[src/rtl/pinc_pkg.sv]
package pinc_pkg;
  localparam int NUM_PINS = 7;
  localparam int PIN_W    = $clog2(NUM_PINS + 1);

  typedef enum logic [PIN_W-1:0] {
    PIN_HRST  = 3'd0,
    PIN_SRST  = 3'd1,
    PIN_CSTOP = 3'd2,
    PIN_TBEN  = 3'd3,
    PIN_MCHK  = 3'd4,
    PIN_EXT   = 3'd5,
    PIN_THERM = 3'd6
  } pin_id_e;

  typedef struct packed {
    logic             hit;
    logic [PIN_W-1:0] pin;
    logic             level;
  } pin_event_t;
endpackage

[src/rtl/pinc_level_store.sv]
module pinc_level_store
  import pinc_pkg::*;
#(
  parameter int N = NUM_PINS
) (
  input  logic             clk,
  input  logic             rst,
  input  logic             upd_valid,
  input  logic [PIN_W-1:0] upd_pin,
  input  logic             upd_level,
  output logic [N-1:0]     levels,
  output pin_event_t       evt
);
  logic in_range;
  logic cur;

  assign in_range = (int'(upd_pin) < N);
  assign cur      = in_range ? levels[upd_pin] : 1'b0;

  always_comb begin
    evt.hit   = upd_valid && in_range && (cur != upd_level);
    evt.pin   = upd_pin;
    evt.level = upd_level;
  end

  for (genvar g = 0; g < N; g++) begin : g_pin
    always_ff @(posedge clk) begin
      if (rst)
        levels[g] <= 1'b0;
      else if (upd_valid && in_range && (int'(upd_pin) == g))
        levels[g] <= upd_level;
    end
  end

  AST_OOR_LEVELS_HELD: assert property (@(posedge clk) disable iff (rst)
    (upd_valid && !in_range) |=> $stable(levels));
endmodule

[src/rtl/pinc_req_map.sv]
module pinc_req_map
  import pinc_pkg::*;
(
  input  logic       clk,
  input  logic       rst,
  input  pin_event_t evt,
  input  logic       mck_clear,
  output logic       ext_req,
  output logic       therm_req,
  output logic       mck_req,
  output logic       sreset_req,
  output logic       halt
);
  logic mck_fall;

  assign mck_fall = evt.hit && (evt.pin == PIN_MCHK) && !evt.level;

  always_ff @(posedge clk) begin
    if (rst) begin
      ext_req    <= 1'b0;
      therm_req  <= 1'b0;
      sreset_req <= 1'b0;
      halt       <= 1'b0;
      mck_req    <= 1'b0;
    end else begin
      if (evt.hit) begin
        case (evt.pin)
          PIN_EXT:   ext_req    <= evt.level;
          PIN_THERM: therm_req  <= evt.level;
          PIN_SRST:  sreset_req <= evt.level;
          PIN_CSTOP: halt       <= evt.level;
          default: ;
        endcase
      end
      if (mck_fall)       mck_req <= 1'b1;
      else if (mck_clear) mck_req <= 1'b0;
    end
  end

  AST_MCK_SET_WINS: assert property (@(posedge clk) disable iff (rst)
    mck_fall |=> mck_req);
  AST_MCK_STICKY: assert property (@(posedge clk) disable iff (rst)
    (mck_req && !mck_clear) |=> mck_req);
endmodule

[src/rtl/pinc_top.sv]
module pinc_top
  import pinc_pkg::*;
(
  input  logic             clk,
  input  logic             rst,
  input  logic             upd_valid,
  output logic             upd_ready,
  input  logic [PIN_W-1:0] upd_pin,
  input  logic             upd_level,
  input  logic             mck_clear,
  output logic             ext_req,
  output logic             therm_req,
  output logic             mck_req,
  output logic             sreset_req,
  output logic             halt
);
  logic [NUM_PINS-1:0] levels;
  pin_event_t          evt;

  assign upd_ready = 1'b1;

  pinc_level_store #(.N(NUM_PINS)) u_store (
    .clk(clk), .rst(rst), .upd_valid(upd_valid), .upd_pin(upd_pin),
    .upd_level(upd_level), .levels(levels), .evt(evt)
  );

  pinc_req_map u_map (
    .clk(clk), .rst(rst), .evt(evt), .mck_clear(mck_clear),
    .ext_req(ext_req), .therm_req(therm_req), .mck_req(mck_req),
    .sreset_req(sreset_req), .halt(halt)
  );

  AST_EXT_FOLLOWS: assert property (@(posedge clk) disable iff (rst)
    (upd_valid && upd_pin == PIN_EXT) |=> (ext_req == $past(upd_level)));
  AST_THERM_FOLLOWS: assert property (@(posedge clk) disable iff (rst)
    (upd_valid && upd_pin == PIN_THERM) |=> (therm_req == $past(upd_level)));
  AST_SRST_FOLLOWS: assert property (@(posedge clk) disable iff (rst)
    (upd_valid && upd_pin == PIN_SRST) |=> (sreset_req == $past(upd_level)));
  AST_HALT_FOLLOWS: assert property (@(posedge clk) disable iff (rst)
    (upd_valid && upd_pin == PIN_CSTOP) |=> (halt == $past(upd_level)));
  AST_MCK_NO_SPONTANEOUS: assert property (@(posedge clk) disable iff (rst)
    (!mck_req && !(upd_valid && upd_pin == PIN_MCHK && !upd_level)) |=> !mck_req);
  AST_IDLE_STABLE: assert property (@(posedge clk) disable iff (rst)
    !upd_valid |=> $stable({ext_req, therm_req, sreset_req, halt}));
  AST_READY_HIGH: assert property (@(posedge clk) disable iff (rst)
    upd_ready);
endmodule

[config.mk]
export PLATFORM = sky130hd
export DESIGN_NAME = pinc_top
export DESIGN_NICKNAME = d
export VERILOG_FILES = /design/src/rtl/pinc_pkg.sv /design/src/rtl/pinc_level_store.sv /design/src/rtl/pinc_req_map.sv /design/src/rtl/pinc_top.sv
export SDC_FILE = /design/constraint.sdc
export NUM_CORES = 1
export LEC_CHECK = 0
export BUFFER_PORTS_ARGS = -buffer_cell sky130_fd_sc_hd__buf_2
export CORE_UTILIZATION = 52
export DETAILED_ROUTE_END_ITERATION = 16
export HOLD_SLACK_MARGIN = 0.03
export PLACE_DENSITY = 0.76
export RECOVER_POWER = 100
export SKIP_LAST_GASP = 1
export SYNTH_ARGS = -nofsm -noshare
export SYNTH_HDL_FRONTEND = slang
export SYNTH_HIERARCHICAL = 1
export SYNTH_SLANG_ARGS = --single-unit
export TNS_END_PERCENT = 1
[constraint.sdc]
create_clock -name clk -period 2 [get_ports clk]
set_input_delay 0.4 -clock clk [delete_from_list [all_inputs] [get_ports clk]]
set_output_delay 0.4 -clock clk [all_outputs]
set_load 0.05 [all_outputs]
==> load_flow_metrics.sql <==
INSERT INTO impl_metrics (metric_group, metric, value, unit) VALUES
('status', 'outcome', 'finished clean', ''),
('synth', 'synth.largest_area_cell', 'sky130_fd_sc_hd__dfxtp_1', ''),
('cells_and_area', 'multiInputGateArea', '397', 'µm²'),
('drt', 'drt_drc_violations_left', '0', ''),
('die', 'floorplan.die_area', '1520', 'µm²'),
('power', 'p_total', '0.000454', 'W'),
('die', 'initial_utilization', '59.9', '%'),
('drt', 'via_count', '524', ''),
('placed_design', 'detailed_place.area', '742', 'µm²'),
('worst_setup_path', 'cp.arrival', '2.04', 'ns'),
('die', 'row_count', '12', ''),
('synth', 'yosys.area_share.simple', '29.0', '%'),
('worst_setup_path', 'worstRegToRegCells', '5', ''),
('timing', 'fin_crit_sh', '92.8', '%'),
('synth', 'syn_area_per_cell', '9.60', 'µm²'),
('global_route', 'congestion_overflow_gr', '0', ''),
('clock_network', 'cts_tree', 'yes', ''),
('worst_setup_path', 'reg2reg_setup_slack', '0.18', 'ns'),
('timing', 'fin_clk_skew', '0.00266', 'ns'),
('flow_run', 'drv_cap', '0', ''),
('drt', 'drt-vias-per-instance', '5.40', ''),
('clock_network', 'cts_setup_buffers', '0', ''),
('timing', 'timing.final.crit_period', '1.86', 'ns'),
('global_route', 'wire_length_of_the_first_global_routing_pass', '2130', 'µm'),
('timing', 'finalHoldViolations', '0', ''),
('global_route', 'antenna_violations_before_repair', '0', ''),
('synth', 'area_share_of_fa_ha_maj_cells_after_synthesis', '0', '%'),
('clock_network', 'cts-htree-levels', '1', ''),
('synth', 'yosys.area.top_type_share', '33.8', '%'),
('clock_network', 'clkLatencyLatePin', '0.26', 'ns'),
('worst_setup_path', 'timing.critical_path.required', '2.19', 'ns'),
('timing', 'rsz0062_at_grt', 'no', ''),
('clock_network', 'tritoncts_num_sinks', '12', ''),
('die', 'chipHeight', '39.0', 'µm'),
('worst_setup_path', 'cp_max_fanout', '5', ''),
('synth', 'synth_top_family_by_area', 'simple AND/OR/NAND/NOR gates', ''),
('timing', 'timing.final.max_slew_violations', '0', ''),
('synth', 'synth_seq_cells', '12', ''),
('cells_and_area', 'final.fill_count', '109', ''),
('drt', 'per_cell_routed_wire_length', '13.5', 'µm'),
('worst_hold_path', 'hp-class', 'input port to flop', ''),
('power', 'worst_ir_drop_vdd', '0.349', 'mV'),
('timing', 'worst_case_setup_margin_in_the_final_layout', '0.145', 'ns'),
('cells_and_area', 'share_of_final_layout_standard_cells_stronger_than_drive_strength_1', '14.5', '%'),
('placed_design', 'numPortBuffers', '12', ''),
('timing', 'tightestPinTransition', '0.609', 'ns'),
('placed_design', 'dp_hpwl', '927', 'µm'),
('synth', 'synth_area_leaders', 'sky130_fd_sc_hd__dfxtp_1 (34%), sky130_fd_sc_hd__mux2i_1 (17%), sky130_fd_sc_hd__buf_4 (5.3%), sky130_fd_sc_hd__nand2b_1 (5.3%), sky130_fd_sc_hd__nor2_1 (4.2%)', ''),
('worst_setup_path', 'worstSetupEndpointType', 'flop', ''),
('drt', 'postRouteWirelength', '1310', 'µm'),
('drt', 'detail_route.iter0.violations', '17', ''),
('timing', 'setup_viol_count_final', '0', ''),
('synth', 'netlist_instances', '74', ''),
('power', 'power_per_cell_area', '613', 'nW/µm²'),
('placed_design', 'dpl_worst_slack', '-0.0122', 'ns'),
('clock_network', 'clk_transition_reported_paths', '0.07', 'ns'),
('timing', 'max_clock_freq', '539', 'MHz'),
('worst_setup_path', 'timing.setup.critical_path_class', 'input port to flop', ''),
('global_route', 'first_global_vias', '477', ''),
('power', 'leakagePower', '0.294', 'nW'),
('synth', 'synth_xor_xnor_area_share', '0', '%'),
('drt', 'drt-pass1-iter-count', '4', ''),
('synth', 'synth.cell_area', '711', 'µm²'),
('die', 'core_area', '1190', 'µm²'),
('clock_network', 'clock_tree.root_cell', 'sky130_fd_sc_hd__clkbuf_4', ''),
('cells_and_area', 'num_antenna_cells', '0', ''),
('cells_and_area', 'final_cell_area', '741', 'µm²'),
('synth', 'syn_nets', '82', ''),
('worst_hold_path', 'min_delay_path_depth', '2', ''),
('synth', 'muxShareOfSynthArea', '19.0', '%'),
('clock_network', 'cts_made_buffers', '3', '');
-- flip-flops by register name (all words and copies together) (netlist names) --
| signal | count |
|---|---|
| u_map/ext_req | 1 |
| u_map/halt | 1 |
| u_map/mck_req | 1 |
| u_map/sreset_req | 1 |
| u_map/therm_req | 1 |
| u_store/levels | 7 |
-- layout make-up --
class	instances	area share (%)
multi-input cells	53	53.5
flip-flops and latches	12	32.4
repair buffers	13	7.60
clock buffers	3	3.04
well taps	14	2.36
inverters	2	1.01
-- synth_stat cells (all sizes together) --
| cell type | n |
|---|---|
| mux2i | 12 |
| conb | 1 |
| or3 | 1 |
| buf | 7 |
| o311ai | 1 |
| and4bb | 2 |
| o21ai | 2 |
| o221ai | 1 |
| nand4b | 3 |
| a21oi | 1 |
| nand3b | 1 |
| nand2b | 7 |
| nor3 | 2 |
| dfxtp | 12 |
| nand2 | 2 |
| mux2 | 1 |
| nor2 | 8 |
| o31a | 1 |
| a31o | 1 |
| nand3 | 3 |
| nor3b | 3 |
| inv | 2 |
-- logic make-up after synthesis --
logic type | Yosys count
simple gates | 32
buf+inv | 9
mux | 13
flops | 12
compound gates | 7
other cells | 1
-- critical path: stages --
cell and delay [ns]:
sky130_fd_sc_hd__buf_2 0.16, sky130_fd_sc_hd__mux2_4 0.31, sky130_fd_sc_hd__o311ai_1 0.32, sky130_fd_sc_hd__mux2i_1 0.40, sky130_fd_sc_hd__and4bb_1 0.26, sky130_fd_sc_hd__mux2i_1 0.19
-- metal layers --
layer | global-route usage, % | up-vias | part of all wire [%]
met5 | 0 | - | 0
met1 | 28.4 | 232 | 55
met4 | 10.3 | 0 | 0.84
met2 | 29.2 | 9 | 41
li1 | - | 281 | -
met3 | 8.09 | 2 | 3.3
-- through the flow --
step | cells | hold slack, ns | utilization (%) | TNS [ns]
final | 97 | 0.466 | 62.4 | 0
after global routing | 97 | 0.459 | 62.4 | 0
after CTS | 97 | 0.462 | 64.5 | 0
after detailed placement | 94 | 0.470 | 62.6 | -0.0160
after global placement | 94 | 0.461 | 62.6 | 0
after floorplan | 74 | 0.447 | - | 0
-- power breakdown --
group / leakage, nW / internal, W / switching, W
Sequential: 0.0970 / 0.000243 / 0.00000211
Clock: 0.0138 / 0.0000693 / 0.0000685
Combinational: 0.183 / 0.0000258 / 0.0000454
-- final timing paths --
kind                                        start                 to
worst min register to register   u_map/sreset_req   u_map/sreset_req
worst max-delay path                   upd_pin[1]   u_map/sreset_req
worst min-delay path                          rst  u_store/levels[5]
worst max register to register  u_store/levels[0]   u_map/sreset_req
No activity file was read; power rests on OpenSTA's default activity.
